<file path="config.mk">
export PLATFORM = sky130hd
export DESIGN_NAME = scl_rate_gen
export DESIGN_NICKNAME = d
export VERILOG_FILES = /design/src/rtl/scl_div_pkg.sv /design/src/rtl/scl_div_stage.sv /design/src/rtl/scl_line_sync.sv /design/src/rtl/scl_phase_seq.sv /design/src/rtl/scl_rate_gen.sv
export SDC_FILE = /design/constraint.sdc
export NUM_CORES = 1
export LEC_CHECK = 0
export BUFFER_PORTS_ARGS = -buffer_cell sky130_fd_sc_hd__buf_2
export CAP_MARGIN = 10
export CORE_ASPECT_RATIO = 0.6
export CORE_MARGIN = 2
export CORE_UTILIZATION = 40
export CTS_CLUSTER_SIZE = 12
export DETAILED_ROUTE_END_ITERATION = 16
export SLEW_MARGIN = 20
export SYNTH_ARGS = -nofsm -noshare
export SYNTH_HDL_FRONTEND = slang
export SYNTH_HIERARCHICAL = 1
export SYNTH_SLANG_ARGS = --single-unit
</file>
<file path="constraint.sdc">
create_clock -name clk -period 3.99 [get_ports clk]
set_clock_uncertainty 0.05 [all_clocks]
set_input_delay 0.1995 -clock clk [delete_from_list [all_inputs] [get_ports clk]]
set_output_delay 0.1995 -clock clk [all_outputs]
set_load 0.02 [all_outputs]
</file>
<file path="src/rtl/scl_div_pkg.sv">
package scl_div_pkg;

   // Timing strobes handed to the byte engine
   typedef struct packed {
      logic fall;
      logic rise;
      logic setup;
      logic sample;
   } scl_strobe_t;

   localparam scl_strobe_t STROBE_NONE = '0;

endpackage

</file>
<file path="src/rtl/scl_div_stage.sv">
// One counting stage: pulses 'wrap' on every (limit+1)-th step.
module scl_div_stage #(
   parameter int W = 2
) (
   input  logic         clk,
   input  logic         rst_n,
   input  logic         clr,
   input  logic         step,
   input  logic [W-1:0] limit,
   output logic         wrap
);

   logic [W-1:0] cnt;

   // >= so that a divisor lowered mid-count still wraps promptly
   assign wrap = step && (cnt >= limit);

   always_ff @(posedge clk or negedge rst_n) begin
      if (!rst_n)
         cnt <= '0;
      else if (clr)
         cnt <= '0;
      else if (step)
         cnt <= wrap ? '0 : cnt + W'(1);
   end

endmodule

</file>
<file path="src/rtl/scl_line_sync.sv">
// Synchronizer for the sensed SCL level; STAGES = 0 passes it straight through.
module scl_line_sync #(
   parameter int STAGES = 2
) (
   input  logic clk,
   input  logic rst_n,
   input  logic d,
   output logic q
);

   generate
      if (STAGES == 0) begin : g_direct
         assign q = d;
      end else begin : g_flops
         logic [STAGES-1:0] sh;
         always_ff @(posedge clk or negedge rst_n) begin
            if (!rst_n) begin
               sh <= '1;
            end else begin
               sh[0] <= d;
               for (int i = 1; i < STAGES; i++)
                  sh[i] <= sh[i-1];
            end
         end
         assign q = sh[STAGES-1];
      end
   endgenerate

endmodule

</file>
<file path="src/rtl/scl_phase_seq.sv">
// Steps through the SCL period one base tick at a time and raises strobes.
module scl_phase_seq
   import scl_div_pkg::*;
#(
   parameter int PHASES     = 22,
   parameter int HIGH_START = 12,
   parameter int SETUP_AT   = 5,
   parameter int SAMPLE_AT  = 17,
   parameter int PW         = 5
) (
   input  logic          clk,
   input  logic          rst_n,
   input  logic          clr,
   input  logic          base_tick,
   input  logic          line_hi,
   output logic [PW-1:0] phase,
   output logic          level_hi,
   output scl_strobe_t   strb
);

   localparam logic [PW-1:0] LAST_PH   = PW'(PHASES - 1);
   localparam logic [PW-1:0] HIGH_PH   = PW'(HIGH_START);
   localparam logic [PW-1:0] SETUP_PH  = PW'(SETUP_AT);
   localparam logic [PW-1:0] SAMPLE_PH = PW'(SAMPLE_AT);

   logic          stall;
   logic          adv;
   logic [PW-1:0] nxt;

   assign level_hi = (phase >= HIGH_PH);
   assign stall    = level_hi && !line_hi;   // a target is stretching SCL
   assign adv      = base_tick && !stall;
   assign nxt      = (phase == LAST_PH) ? '0 : phase + PW'(1);

   always_ff @(posedge clk or negedge rst_n) begin
      if (!rst_n) begin
         phase <= '0;
         strb  <= STROBE_NONE;
      end else if (clr) begin
         phase <= '0;
         strb  <= STROBE_NONE;
      end else begin
         strb <= STROBE_NONE;
         if (adv) begin
            phase       <= nxt;
            strb.fall   <= (nxt == '0);
            strb.rise   <= (nxt == HIGH_PH);
            strb.setup  <= (nxt == SETUP_PH);
            strb.sample <= (nxt == SAMPLE_PH);
         end
      end
   end

endmodule

</file>
<file path="src/rtl/scl_rate_gen.sv">
module scl_rate_gen
   import scl_div_pkg::*;
#(
   parameter int CTRL_W      = 16,
   parameter int A_W         = 2,
   parameter int A_LSB       = 14,
   parameter int B_W         = 6,
   parameter int B_LSB       = 8,
   parameter int PHASES      = 22,
   parameter int HIGH_START  = 12,
   parameter int SETUP_AT    = 5,
   parameter int SAMPLE_AT   = 17,
   parameter int SYNC_STAGES = 2,
   parameter int PHASE_W     = $clog2(PHASES)
) (
   input  logic               clk,
   input  logic               rst_n,
   input  logic               run,
   input  logic [CTRL_W-1:0]  ctrl_word,
   input  logic               scl_in,
   output logic               scl_out,
   output logic [PHASE_W-1:0] phase,
   output logic               strobe_fall,
   output logic               strobe_rise,
   output logic               strobe_setup,
   output logic               strobe_sample
);

   // Elaboration-time parameter checks
   generate
      if (A_LSB + A_W > CTRL_W || B_LSB + B_W > CTRL_W) begin : g_bad_field
         $error("divisor field lies outside the control word");
      end
      if (PHASES > (1 << PHASE_W)) begin : g_bad_pw
         $error("PHASE_W too narrow for PHASES");
      end
      if (!(SETUP_AT > 0 && SETUP_AT < HIGH_START && HIGH_START < SAMPLE_AT
            && SAMPLE_AT < PHASES)) begin : g_bad_order
         $error("phase points must satisfy 0 < setup < high start < sample < phases");
      end
      if (SYNC_STAGES < 0) begin : g_bad_sync
         $error("SYNC_STAGES must not be negative");
      end
   endgenerate

   logic [A_W-1:0] div_a;
   logic [B_W-1:0] div_b;
   logic           ctrl_unused;
   logic           active;
   logic           pre_en;
   logic           base_tick;
   logic           line_q;
   logic           level_hi;
   scl_strobe_t    strb;

   assign div_a       = ctrl_word[A_LSB +: A_W];
   assign div_b       = ctrl_word[B_LSB +: B_W];
   assign ctrl_unused = ^ctrl_word;

   always_ff @(posedge clk or negedge rst_n) begin
      if (!rst_n)
         active <= 1'b0;
      else
         active <= run;
   end

   scl_div_stage #(.W(A_W)) u_prescale (
      .clk   (clk),
      .rst_n (rst_n),
      .clr   (!run),
      .step  (active),
      .limit (div_a),
      .wrap  (pre_en)
   );

   scl_div_stage #(.W(B_W)) u_base (
      .clk   (clk),
      .rst_n (rst_n),
      .clr   (!run),
      .step  (pre_en),
      .limit (div_b),
      .wrap  (base_tick)
   );

   scl_line_sync #(.STAGES(SYNC_STAGES)) u_sync (
      .clk   (clk),
      .rst_n (rst_n),
      .d     (scl_in),
      .q     (line_q)
   );

   scl_phase_seq #(
      .PHASES     (PHASES),
      .HIGH_START (HIGH_START),
      .SETUP_AT   (SETUP_AT),
      .SAMPLE_AT  (SAMPLE_AT),
      .PW         (PHASE_W)
   ) u_seq (
      .clk       (clk),
      .rst_n     (rst_n),
      .clr       (!run),
      .base_tick (base_tick),
      .line_hi   (line_q),
      .phase     (phase),
      .level_hi  (level_hi),
      .strb      (strb)
   );

   assign scl_out       = !active || level_hi;
   assign strobe_fall   = strb.fall;
   assign strobe_rise   = strb.rise;
   assign strobe_setup  = strb.setup;
   assign strobe_sample = strb.sample;

endmodule

</file>
After elaboration in Yosys (flattened, before gate mapping)
Cells that the tools add are included.
- equality and inequality tests: 7
- muxes and demuxes: 11
- reduce and logical (&&, ||, !) cells: 9
- add/subtract/negate cells: 3
- magnitude comparators: 3
- operators with widths (operator ; count):
    6-bit 2-to-1 mux ; 3
    5-bit 2-to-1 mux ; 3
    5-bit equality test, second input constant ; 2
    4-bit 2-to-1 mux ; 2
    6-bit by 1-bit adder with 6-bit output, second input constant ; 1
    6-bit >= comparator ; 1
    2-bit 2-to-1 mux ; 3
    2-bit by 1-bit inequality test with 1-bit output, second input constant ; 3
    5-bit by 1-bit adder with 5-bit output, second input constant ; 1
    5-bit by 3-bit equality test with 1-bit output, second input constant ; 1
    5-bit by 4-bit equality test with 1-bit output, second input constant ; 1
    5-bit by 4-bit >= comparator with 1-bit output, second input constant ; 1
    5-bit logical NOT ; 1
    1-bit logical AND ; 4
    1-bit logical NOT ; 3
    2-bit by 1-bit adder with 2-bit output, second input constant ; 1
    2-bit >= comparator ; 1
    1-bit logical OR ; 1
- input bits: 20
- word-level logic and storage cells: 42
- register bits after elaboration: 20
- output and inout bits: 10

Longest topological paths before layout
Gate-level depths: netlist of the first run.
- word-level depth: 6
- depth in mapped cells: 12
- mapped depth without buffers: 11

Modules after synthesis
Netlist of the first run, hierarchy kept.
- modules (own cells, without submodules) (module ; instances ; area an instance (um^2) ; cells each ; seq. area each (um^2)):
    scl_phase_seq ; 1 ; 595.6 ; 53 ; 225.2
    scl_div_stage at u_base ; 1 ; 505.5 ; 54 ; 150.1
    scl_div_stage at u_prescale ; 1 ; 163.9 ; 17 ; 50.0
    scl_line_sync ; 1 ; 52.6 ; 2 ; 52.6
    scl_rate_gen ; 1 ; 35.0 ; 3 ; 25.0

Worst setup path before layout of the first run
No wires, ideal clock.
- path kind: flip-flop to flip-flop
- start: register u_prescale.cnt[0]
- end: register, netlist name u_seq/strb[0]
- clock period less this slack: 2443 ps
- stages on the path, launching flop included: 12
- library setup time: 96 ps
- data arrival time: 2298 ps
- buffers on the path: 1
- path slack: 1547 ps
- required time: 3844 ps
- cells stage by stage: dfrtp_1 -> inv_1 -> ha_1 -> nand2b_1 -> a21oi_2 -> nor2b_1 -> nand3_4 -> o31ai_1 -> and4b_1 -> buf_4 -> nand2_2 -> nor4_2
- longest elaborated chain between the ends: 6
- ends and longest elaborated chain (element ; RTL line ; source):
    start, declared ; scl_div_stage.sv:13 ; logic [W-1:0] cnt;
    start signal, assigned ; scl_div_stage.sv:24 ; cnt <= wrap ? '0 : cnt + W'(1);
    2-bit >= comparator ; scl_div_stage.sv:16 ; assign wrap = step && (cnt >= limit);
    1-bit logical AND ; scl_div_stage.sv:16 ;
    named net pre_en ; scl_rate_gen.sv:50 ; logic pre_en;
    1-bit logical AND ; scl_div_stage.sv:16 ;
    named net base_tick ; scl_rate_gen.sv:51 ; logic base_tick;
    1-bit logical AND ; scl_phase_seq.sv:32 ; assign adv = base_tick && !stall;
    4-bit 2-to-1 mux ; scl_phase_seq.sv:44 ; if (adv) begin
    4-bit 2-to-1 mux ; scl_phase_seq.sv:39 ; end else if (clr) begin
The timed path passes the listed nets, and every way through them passes these cells.
A chain may end at the register's enable or synchronous reset.

Worst setup path in the final report of the first run
- start: register u_prescale.cnt[0]
- end: register, netlist name u_seq/strb[0]
- longest elaborated chain between the ends: 6
- ends and longest elaborated chain (element ; RTL line):
    2-bit >= comparator ; scl_div_stage.sv:16
    1-bit logical AND ; scl_div_stage.sv:16
    named net pre_en ; scl_rate_gen.sv:50
    1-bit logical AND ; scl_div_stage.sv:16
    named net base_tick ; scl_rate_gen.sv:51
    1-bit logical AND ; scl_phase_seq.sv:32
    4-bit 2-to-1 mux ; scl_phase_seq.sv:44
    4-bit 2-to-1 mux ; scl_phase_seq.sv:39
The timed path passes the listed nets, and every way through them passes these cells.

==> results of run 1 <==
==> placed cells by master (no fill, tap or decap), types with 2 or more instances in the layout <==
| cell type | instances |
|---|---|
| o22ai_1 | 2 |
| nand2b_1 | 5 |
| inv_1 | 13 |
| a21oi_2 | 3 |
| buf_2 | 21 |
| nor2_1 | 6 |
| a22o_1 | 4 |
| nor4_2 | 2 |
| clkbuf_8 | 4 |
| or3_1 | 2 |
| nor3_2 | 2 |
| dlygate4sd3_1 | 2 |
| dfstp_2 | 2 |
| a21oi_1 | 4 |
| ha_1 | 12 |
| and4b_4 | 2 |
| nand3b_1 | 2 |
| a21o_1 | 3 |
| a211o_1 | 2 |
| dfrtp_1 | 18 |
| nand2_1 | 9 |
| nor2b_1 | 3 |
| nand3_1 | 3 |
==> state kept, by name, summed over array words and instances, names as in the netlist <==
register,cells
u_seq/phase,5
u_seq/strb,4
u_base/cnt,6
u_prescale/cnt,2
active,1
u_sync/g_flops.sh,2
==> metrics by stage <==
| stage | power [W] | util [%] | instance area [µm²] | setup WS (ns) |
|---|---|---|---|---|
| 2_1_floorplan | 0.000256 | - | 1350 | 1.55 |
| 3_3_place_gp | 0.000271 | 45.4 | 1470 | 1.17 |
| 3_5_place_dp | 0.000274 | 45.4 | 1470 | 1.15 |
| 4_1_cts | 0.000425 | 47.7 | 1550 | 1.11 |
| 5_1_grt | 0.000448 | 47.7 | 1550 | 0.905 |
| 6_report | 0.000423 | 47.7 | 1550 | 1.15 |
==> per-layer routing <==
layer / part of all wire, % / up-vias / global-route usage [%]
li1: - / 500 / -
met1: 51 / 468 / 20.4
met2: 44 / 25 / 20.9
met3: 5.1 / 0 / 4.63
met5: 0 / - / 0
met4: 0 / 0 / 2.30
==> kinds of logic (layout without fill, tap and decap cells) <==
logic type | count (synthesis) | count (layout)
AO/OA/AOI/OAI | 29 | 29
multiplexers | 2 | 2
flip-flops | 20 | 20
buffers and inverters | 17 | 40
XOR/XNOR | 1 | 1
AND/OR/NAND/NOR | 48 | 48
adder cells (fa/ha/maj) | 12 | 12
==> layout make-up <==
type,count,area (µm²)
repair buffers,23,125
clock buffers,4,55.1
flip-flops and latches,20,503
well taps,45,56.3
fillers,312,1700
inverters,13,48.8
multi-input cells,92,759
==> critical path, stage by stage (launching register included) <==
cell	delay, ns
dfrtp_1	0.39
inv_1	0.07
ha_1	0.26
nand2b_1	0.11
a21oi_2	0.08
nor2b_1	0.45
nand3_4	0.16
o31ai_1	0.44
and4b_1	0.41
nand2_2	0.12
nor4_2	0.22
==> repair_timing <==
action                                 4_1_cts  5_1_grt
setup endpoints to repair                    0        0
endpoints found under the hold margin       19        0
hold buffers                                 2        0
gates resized for setup                      0        0
==> power by group through the flow <==
stage / logic (W) / registers, W / clock network (W)
6_report: 0.0000549 / 0.000216 / 0.000152
5_1_grt: 0.0000625 / 0.000217 / 0.000169
4_1_cts: 0.0000559 / 0.000216 / 0.000154
3_5_place_dp: 0.0000542 / 0.000220 / 0
3_3_place_gp: 0.0000519 / 0.000219 / 0
2_1_floorplan: 0.0000377 / 0.000218 / 0
==> final timing paths <==
path                                 startpoint                    to  depth (start not counted)
max in group asynchronous                 rst_n  u_sync/g_flops.sh[1]                          2
max                           u_prescale/cnt[0]         u_seq/strb[0]                         10
max reg2reg                   u_prescale/cnt[0]         u_seq/strb[0]                         10
min                                         run                active                          1
min reg2reg                u_sync/g_flops.sh[0]  u_sync/g_flops.sh[1]                          0
min in group asynchronous                 rst_n         u_base/cnt[5]                          2
==> qor.csv, run 1 <==
stage,metric,value,unit
yosys,Seq cells post-synth,20,
detailed_routing,via count,993,
place,port buffer count,21,
floorplan,Initial Utilization,41.7,%
sta,setup TNS,0,ns
sta,Max Slew Vio Count,0,
power_and_ir_drop,Peak VDD IR,0.163,mV
worst_setup_path,Worst setup SP type,register,
clock_tree,total CTS buffers,3,
sta,post-route clock period utilization,71.2,%
yosys,"Top FF cell, synth",dfrtp_1,
run,Max Cap Viol,0,
worst_setup_path,CP max FO,6,
final_layout,share of layout cells above drive strength 1,33.6,%
yosys,xor and xnor fraction of the mapped netlist area,0.648,%
sta,Final setup violation count,0,
clock_tree,postcts setup bufs,0,
global_routing,GRT Resource Usage Total,14.1,%
clock_tree,"Reg clk slew, reported paths",0.07,ns
yosys,YS warnings,6,
floorplan,IO Pins,30,
global_routing,first-pass GRT wire length,4290,µm
yosys,"count leader, synth",dfrtp_1,
worst_setup_path,Crit. End Element,register,
detailed_routing,drt wl/cell,12.8,µm
floorplan,Die Ht,49.0,µm
yosys,Post-Synth Adder-Cell Area,11.1,%
yosys,Synth top cells by count,"dfrtp_1, inv_1, ha_1",
place,placed insts,191,
power_and_ir_drop,combinational power share,13.0,%
power_and_ir_drop,Net Sw Frac,24.2,%
detailed_routing,vias per cell,5.04,
detailed_routing,final wirelength,2520,µm
power_and_ir_drop,Int Pwr,0.000321,W
sta,worst hold slack,0.0147,ns
clock_tree,clock tree buffer depth,2,
yosys,sequential-to-total area share from yosys stat,37.2,%
final_layout,ANT cells,0,
sta,final count of hold timing violations,0,
yosys,Avg Inst Size Synth,10.5,µm²
yosys,Mapped Area,1350,µm²
place,DP HPWL,1950,µm
yosys,largest cells by area after synthesis,"dfrtp_1, ha_1, dfstp_2",
final_layout,area grow syn2layout,14.4,%
yosys,unique cell type count in the Yosys netlist,48,
hold_path,Hold WC Path Type,input pin to register,
sta,relative slew slack,63.2,%
floorplan,core area,3240,µm²
worst_setup_path,worst endpoint required time,4.10,ns
detailed_routing,Post-DRT Antenna Nets,0,
detailed_routing,# DRC,0,
power_and_ir_drop,Pleak,0.775,nW
yosys,leading area contributor after synthesis,dfrtp_1,
place,GP Congestion,0.770,
final_layout,Post-Layout Cell Count,197,
sta,Max Fclk,352,MHz
clock_tree,CTS tree,yes,
final_layout,nets,185,
yosys,syn nets,161,
power_and_ir_drop,Net Sw Power,0.000102,W
yosys,Synth Area in Compound Gates,18.2,%
yosys,largest family of logic cells by synthesized area,simple AND/OR/NAND/NOR gates,
global_routing,vias in the first global route,931,
yosys,Post-synth EDFFs,0,
floorplan,total die area,3880,µm²
yosys,Post-synth ARST share,100,%
floorplan,FP Rows,16,
global_routing,Overflow after GRT,0,
detailed_routing,number of iterations in the first detailed-routing pass,4,
clock_tree,clk root buf,clkbuf_8,
floorplan,Die W,79.1,µm
yosys,top-area cell type share of the netlist area,33.3,%
worst_setup_path,Setup CP Type,register to register,
global_routing,initial antenna violation count,0,
sta,min cycle time layout,2.84,ns
yosys,post-synthesis cell count,129,
global_routing,largest net degree at the start of global routing,21,
sta,RSZ-0062 raised after global routing,no,
clock_tree,# clock sinks,20,
run_status,status,"complete, no violations",
detailed_routing,Iter 0 DRT Violations,54,
yosys,Synth Area in Simple Gates,24.3,%
power_and_ir_drop,Sequential Power Share,51.0,%
clock_tree,clk_lat worst skew,0.25,ns
power_and_ir_drop,Clock power frac,36.0,%
power_and_ir_drop,PD cells,273,nW/µm²
worst_setup_path,Worst Path Arrival,2.95,ns
sta,Slew @ Worst Pin,0.552,ns
yosys,proportion of synthesized area in mux cells,1.85,%
clock_tree,CTS H-Tree Depth,1,
worst_setup_path,"setup slack, reg-to-reg",1.15,ns
No activity file was read; power rests on OpenSTA's default activity.
==> inputs of run 2 (changes only) <==
ABC_AREA = 1   (was not set)
clock period = 2.4 ns   (was 3.99 ns; I/O delays follow)
==> run 2 against run 1 <==
Compared with the run above:
- via count is 17% higher
- clock power increased by 47%
- worst hold slack better by 0.27 ns
- clock-buffer cell count unchanged
- cell count up 26%
- global-route usage rose by 0.58 points
- largest power group unchanged
- highest routed layer is now met4
==> qor.csv, run 2 <==
stage,metric,value,unit
run_status,status,"complete, no violations",
detailed_routing,final wirelength,2580,µm
yosys,Seq cells post-synth,20,
sta,Max Fclk,514,MHz
place,port buffer count,21,
worst_setup_path,CP max FO,7,
final_layout,area grow syn2layout,17.6,%
power_and_ir_drop,PD cells,492,nW/µm²
yosys,Avg Inst Size Synth,7.67,µm²
yosys,Post-synth EDFFs,0,
worst_setup_path,Worst Path Arrival,2.08,ns
detailed_routing,Post-DRT Antenna Nets,0,
worst_setup_path,Setup CP Type,register to register,
detailed_routing,number of iterations in the first detailed-routing pass,4,
clock_tree,CTS tree,yes,
yosys,Mapped Area,1340,µm²
worst_setup_path,Crit. End Element,register,
final_layout,nets,236,
final_layout,Largest Register,u_base/cnt,
yosys,sequential-to-total area share from yosys stat,37.5,%
clock_tree,clock tree buffer depth,2,
worst_setup_path,"setup slack, reg-to-reg",0.45,ns
floorplan,Die W,78.8,µm
detailed_routing,# DRC,0,
yosys,Synth top cells by count,"nand2_1, inv_1, dfrtp_1",
final_layout,fin util,49.0,%
global_routing,initial antenna violation count,0,
yosys,"Top FF cell, synth",dfrtp_1,
clock_tree,total CTS buffers,3,
detailed_routing,Iter 0 DRT Violations,41,
final_layout,largest registers,"u_base/cnt (6), u_seq/phase (5), u_seq/strb (4)",
floorplan,Die Ht,48.9,µm
place,placed insts,241,
sta,RSZ-0062 raised after global routing,no,
floorplan,FP Rows,16,
power_and_ir_drop,Pleak,0.912,nW
global_routing,GRT Resource Usage Total,14.7,%
clock_tree,post_cts resized,0,
clock_tree,# clock sinks,20,
run,Max Cap Viol,0,
sta,Slew @ Worst Pin,0.449,ns
final_layout,ANT cells,0,
worst_setup_path,worst r2r src,u_prescale/cnt[0],
clock_tree,clk root buf,clkbuf_8,
yosys,top-area cell type share of the netlist area,33.6,%
final_layout,share of layout cells above drive strength 1,26.1,%
sta,Max Slew Vio Count,0,
place,GP Congestion,0.834,
worst_setup_path,reg-to-reg endpoint,u_seq/strb[0],
yosys,largest cells by area after synthesis,"dfrtp_1, nand2_1, ha_1",
detailed_routing,vias per cell,4.70,
global_routing,Overflow after GRT,0,
detailed_routing,via count,1165,
sta,min cycle time layout,1.95,ns
yosys,leading area contributor after synthesis,dfrtp_1,
floorplan,core area,3220,µm²
sta,final count of hold timing violations,0,
floorplan,total die area,3850,µm²
yosys,YS warnings,6,
sta,Final setup violation count,0,
clock_tree,clk_lat worst skew,0.26,ns
final_layout,Post-Layout Cell Count,248,
yosys,Post-synth ARST share,100,%
sta,setup TNS,0,ns
global_routing,vias in the first global route,1025,
yosys,"count leader, synth",nand2_1,
clock_tree,postcts setup bufs,0,
final_layout,most used cells in the layout excluding fill and tap cells,"nand2_1, inv_1, buf_2, dfrtp_1",
yosys,syn nets,207,
worst_setup_path,Worst setup SP type,register,
power_and_ir_drop,Peak VDD IR,0.346,mV
detailed_routing,drt wl/cell,10.4,µm
sta,relative slew slack,70.1,%
final_layout,max reg flops,6,
final_layout,"most common cell after layout, fill and taps aside",nand2_1,
worst_setup_path,Reg2Reg Depth,14,
clock_tree,cts hold-fix bufs,3,
yosys,post-synthesis cell count,175,
hold_path,Hold WC Path Type,input pin to async pin,
floorplan,IO Pins,30,
place,DP HPWL,2070,µm
global_routing,first-pass GRT wire length,4420,µm
clock_tree,CTS H-Tree Depth,1,
global_routing,largest net degree at the start of global routing,21,
worst_setup_path,worst endpoint required time,2.54,ns
yosys,unique cell type count in the Yosys netlist,23,
clock_tree,"Reg clk slew, reported paths",0.07,ns
floorplan,Initial Utilization,41.7,%
sta,post-route clock period utilization,81.0,%
==> run 2: changes by cell type in the layout (fill, tap and decap cells not counted), sizes merged, moves of 4 or more <==
cell	change
inv	+21
o21ai	+5
a22o	-4
nand3	+10
nor2	+14
nand2	+41
nand4	+6
nand2b	-5
==> run 2: worst max-delay path by stage <==
stage | start | endpoint | slack, ns | cells past startpoint
2_1_floorplan | u_prescale/cnt[0] | u_seq/strb[0] | 0.73 | 14
3_3_place_gp | u_prescale/cnt[0] | u_seq/strb[0] | 0.50 | 14
3_5_place_dp | u_prescale/cnt[0] | u_seq/strb[0] | 0.47 | 14
4_1_cts | u_prescale/cnt[0] | u_seq/phase[4] | 0.44 | 14
5_1_grt | u_prescale/cnt[0] | u_seq/strb[0] | 0.28 | 14
6_report | u_prescale/cnt[0] | u_seq/strb[0] | 0.45 | 14
==> run 2: per-layer routing <==
metal	vias to the layer above	global-route usage, %	wire (µm)
li1	600	-	-
met1	543	21.8	1380
met2	20	21.4	1070
met3	2	4.44	111
met4	0	2.63	15
met5	-	0	0
==> run 2: power breakdown <==
group          leakage, nW  internal (W)  switching (W)  total, W
clock               0.0228      0.000118       0.000105  0.000223
combinational        0.621     0.0000642       0.000108  0.000172
sequential           0.268      0.000362      0.0000200  0.000382
==> run 2: final cells by class <==
class,instances,area (µm²)
flip-flops and latches,20,503
multi-input cells,121,712
inverters,34,128
fillers,337,1640
well taps,45,56.3
repair buffers,24,135
clock buffers,4,45.0
==> run 2: metrics by stage <==
step / setup WS (ns) / hold slack, ns / power [W] / cell area, µm²
3_5_place_dp: 0.466 / 0.0437 / 0.000560 / 1500
2_1_floorplan: 0.727 / -0.226 / 0.000516 / 1340
6_report: 0.455 / 0.287 / 0.000776 / 1580
5_1_grt: 0.276 / 0.309 / 0.000831 / 1580
4_1_cts: 0.435 / 0.302 / 0.000791 / 1580
3_3_place_gp: 0.498 / 0.0389 / 0.000553 / 1500
==> run 2: cells by family after synthesis <==
group,Yosys count,synth area share (%)
and+or+nand+nor,94,34.0
buffers and inverters,34,9.51
DFF,20,37.5
AOI/OAI and AO/OA,13,6.52
adders and majority gates,12,11.2
xor gates and xnor gates,2,1.30
==> run 2: critical path, cell delays in order, from the launching register on <==
cell and delay (ns):
dfrtp_1 0.36, inv_2 0.06, ha_1 0.26, inv_1 0.03
nand2_1 0.05, nand2_1 0.08, nand2_1 0.07, nand2_1 0.05
inv_1 0.19, nand2_1 0.11, inv_1 0.12, nand2_4 0.08
nor2_4 0.13, nand2_1 0.11, nor2_1 0.13
==> inputs of run 3 (changes only) <==
ABC_AREA = 0   (was 1)
clock period = 1.8 ns   (was 2.4 ns; I/O delays follow)
==> run 3 against run 2 <==
Compared with the run above:
- total power up 48%
- routed wire length up 20%
- clock power up 100%
- cell area up 18%
- critical path depth down 4
- the flow now finishes with violations (setup timing)
- worst setup slack worse by 0.82 ns
- sequential share of layout area down 4.9 points
- core utilization up 8.6 points
==> qor.csv, run 3 (same netlist as run 1, synthesis figures left out) <==
stage,metric,value,unit
power_and_ir_drop,Pleak,0.932,nW
sta,RSZ-0062 raised after global routing,yes,
global_routing,Overflow after GRT,0,
power_and_ir_drop,Peak VDD IR,0.389,mV
run_status,status,"finished, violations left",
sta,Final setup violation count,15,
detailed_routing,vias per cell,5.21,
worst_setup_path,worst endpoint required time,1.90,ns
clock_tree,clock tree buffer depth,2,
sta,Max Slew Vio Count,0,
sta,relative slew slack,68.2,%
global_routing,initial antenna violation count,0,
sta,post-route clock period utilization,120,%
worst_setup_path,CP max FO,6,
clock_tree,clk_lat worst skew,0.26,ns
final_layout,nets,208,
worst_setup_path,Crit. End Element,register,
sta,Max Fclk,463,MHz
detailed_routing,Iter 0 DRT Violations,73,
power_and_ir_drop,PD cells,615,nW/µm²
clock_tree,total CTS buffers,3,
final_layout,fillers,295,
global_routing,first-pass GRT wire length,5150,µm
run,Max Cap Viol,0,
detailed_routing,number of iterations in the first detailed-routing pass,4,
detailed_routing,final wirelength,3090,µm
global_routing,GRT Resource Usage Total,17.2,%
hold_path,Hold WC Path Type,input pin to async pin,
clock_tree,CTS tree,yes,
place,DP HPWL,2300,µm
global_routing,largest net degree at the start of global routing,21,
floorplan,total die area,3880,µm²
floorplan,Die W,79.1,µm
worst_setup_path,Worst Path Arrival,2.26,ns
floorplan,Die Ht,49.0,µm
final_layout,max reg flops,6,
detailed_routing,# DRC,0,
final_layout,"most common cell after layout, fill and taps aside",buf_2,
worst_setup_path,Worst setup SP type,register,
floorplan,core area,3240,µm²
final_layout,largest registers,"u_base/cnt (6), u_seq/phase (5), u_seq/strb (4)",
sta,Slew @ Worst Pin,0.476,ns
detailed_routing,drt wl/cell,14.1,µm
sta,final setup margin,-0.361,ns
place,port buffer count,21,
run_status,failing checks,setup timing,
floorplan,Initial Utilization,41.7,%
floorplan,FP Rows,16,
sta,final count of hold timing violations,0,
final_layout,ANT cells,0,
global_routing,vias in the first global route,1103,
final_layout,area grow syn2layout,38.1,%
detailed_routing,via count,1147,
place,Place WS,-0.363,ns
clock_tree,CTS H-Tree Depth,1,
clock_tree,"Reg clk slew, reported paths",0.08,ns
sta,min cycle time layout,2.16,ns
place,GP Congestion,0.802,
clock_tree,clk root buf,clkbuf_8,
worst_setup_path,Setup CP Type,register to register,
clock_tree,# clock sinks,20,
final_layout,Multi-input gate area,873,µm²
final_layout,Register Area,503,µm²
final_layout,fin util,57.6,%
final_layout,share of layout cells above drive strength 1,49.7,%
final_layout,Largest Register,u_base/cnt,
detailed_routing,Post-DRT Antenna Nets,0,
floorplan,IO Pins,30,
final_layout,most used cells in the layout excluding fill and tap cells,"buf_2, dfrtp_1, buf_4, inv_1, ha_1",
-- run 3: changes by cell type in the layout (fill, tap and decap cells not counted), moves of 8 or more --
| cell | before | now |
|---|---|---|
| nand3_1 | 12 | 3 |
| inv_1 | 30 | 12 |
| buf_4 | 0 | 18 |
| nand2_1 | 45 | 7 |
| nor2_1 | 12 | 4 |
-- run 3: layout make-up --
| class | instances | area share, % |
|---|---|---|
| sequential | 20 | 26.9 |
| tap | 45 | 3.01 |
| timing repair buffer | 46 | 16.9 |
| inverter | 13 | 2.61 |
| multi-input combinational | 92 | 46.8 |
| clock inverter | 1 | 1.61 |
| clock buffer | 3 | 2.21 |
-- run 3: final timing paths --
check | startpoint | to | slack (ns) | depth (start not counted)
worst max register to register | u_prescale/cnt[0] | u_seq/phase[1] | -0.36 | 10
min in group clk | u_sync/g_flops.sh[0] | u_sync/g_flops.sh[1] | 0.31 | 0
worst min-delay path | rst_n | u_prescale/cnt[1] | 0.27 | 2
worst min register to register | u_sync/g_flops.sh[0] | u_sync/g_flops.sh[1] | 0.31 | 0
worst max-delay path | u_prescale/cnt[0] | u_seq/phase[1] | -0.36 | 10
max in group asynchronous | rst_n | u_sync/g_flops.sh[1] | 1.08 | 2
-- run 3: critical path, stage by stage, from the launching register on --
cell	delay, ns
dfrtp_1	0.39
inv_2	0.07
ha_4	0.19
nand2b_4	0.14
a21oi_4	0.17
nor2b_4	0.07
buf_6	0.13
a2bb2oi_4	0.19
o31ai_4	0.11
and4b_2	0.30
a22o_1	0.23
-- run 3: report_power, final --
part           switching, W  leakage, nW  internal [W]
combinational      0.000112        0.628      0.000118
sequential       0.00000726        0.268      0.000464
clock              0.000152       0.0357      0.000297
total              0.000271        0.932      0.000878
-- run 3: what timing repair did --
action	in CTS	in global routing
hold endpoints to repair	20	0
endpoints found under the setup margin	15	15
setup buffers	1	2
pin swaps	9	5
gates resized for setup	11	8
hold buffers	3	0
-- run 3: stage by stage --
stage	hold slack (ns)	cell area [µm²]	std cells	setup TNS (ns)	power [W]
4_1_cts	0.282	1810	218	-4.07	0.00115
3_3_place_gp	0.0117	1660	210	-3.28	0.000669
5_1_grt	0.300	1870	220	-5.82	0.00121
6_report	0.269	1870	220	-4.56	0.00115
3_5_place_dp	0.0209	1660	210	-4.31	0.000675
2_1_floorplan	-0.256	1400	129	-3.51	0.000584
-- run 3: metal layers --
metal | part of all wire (%) | GRT usage [%] | up-vias | wire length (µm)
met5 | 0 | 0 | - | 0
met3 | 5.6 | 4.63 | 2 | 173
met4 | 0.52 | 3.45 | 0 | 16
li1 | - | - | 550 | -
met2 | 46 | 27.0 | 37 | 1420
met1 | 48 | 24.1 | 558 | 1480
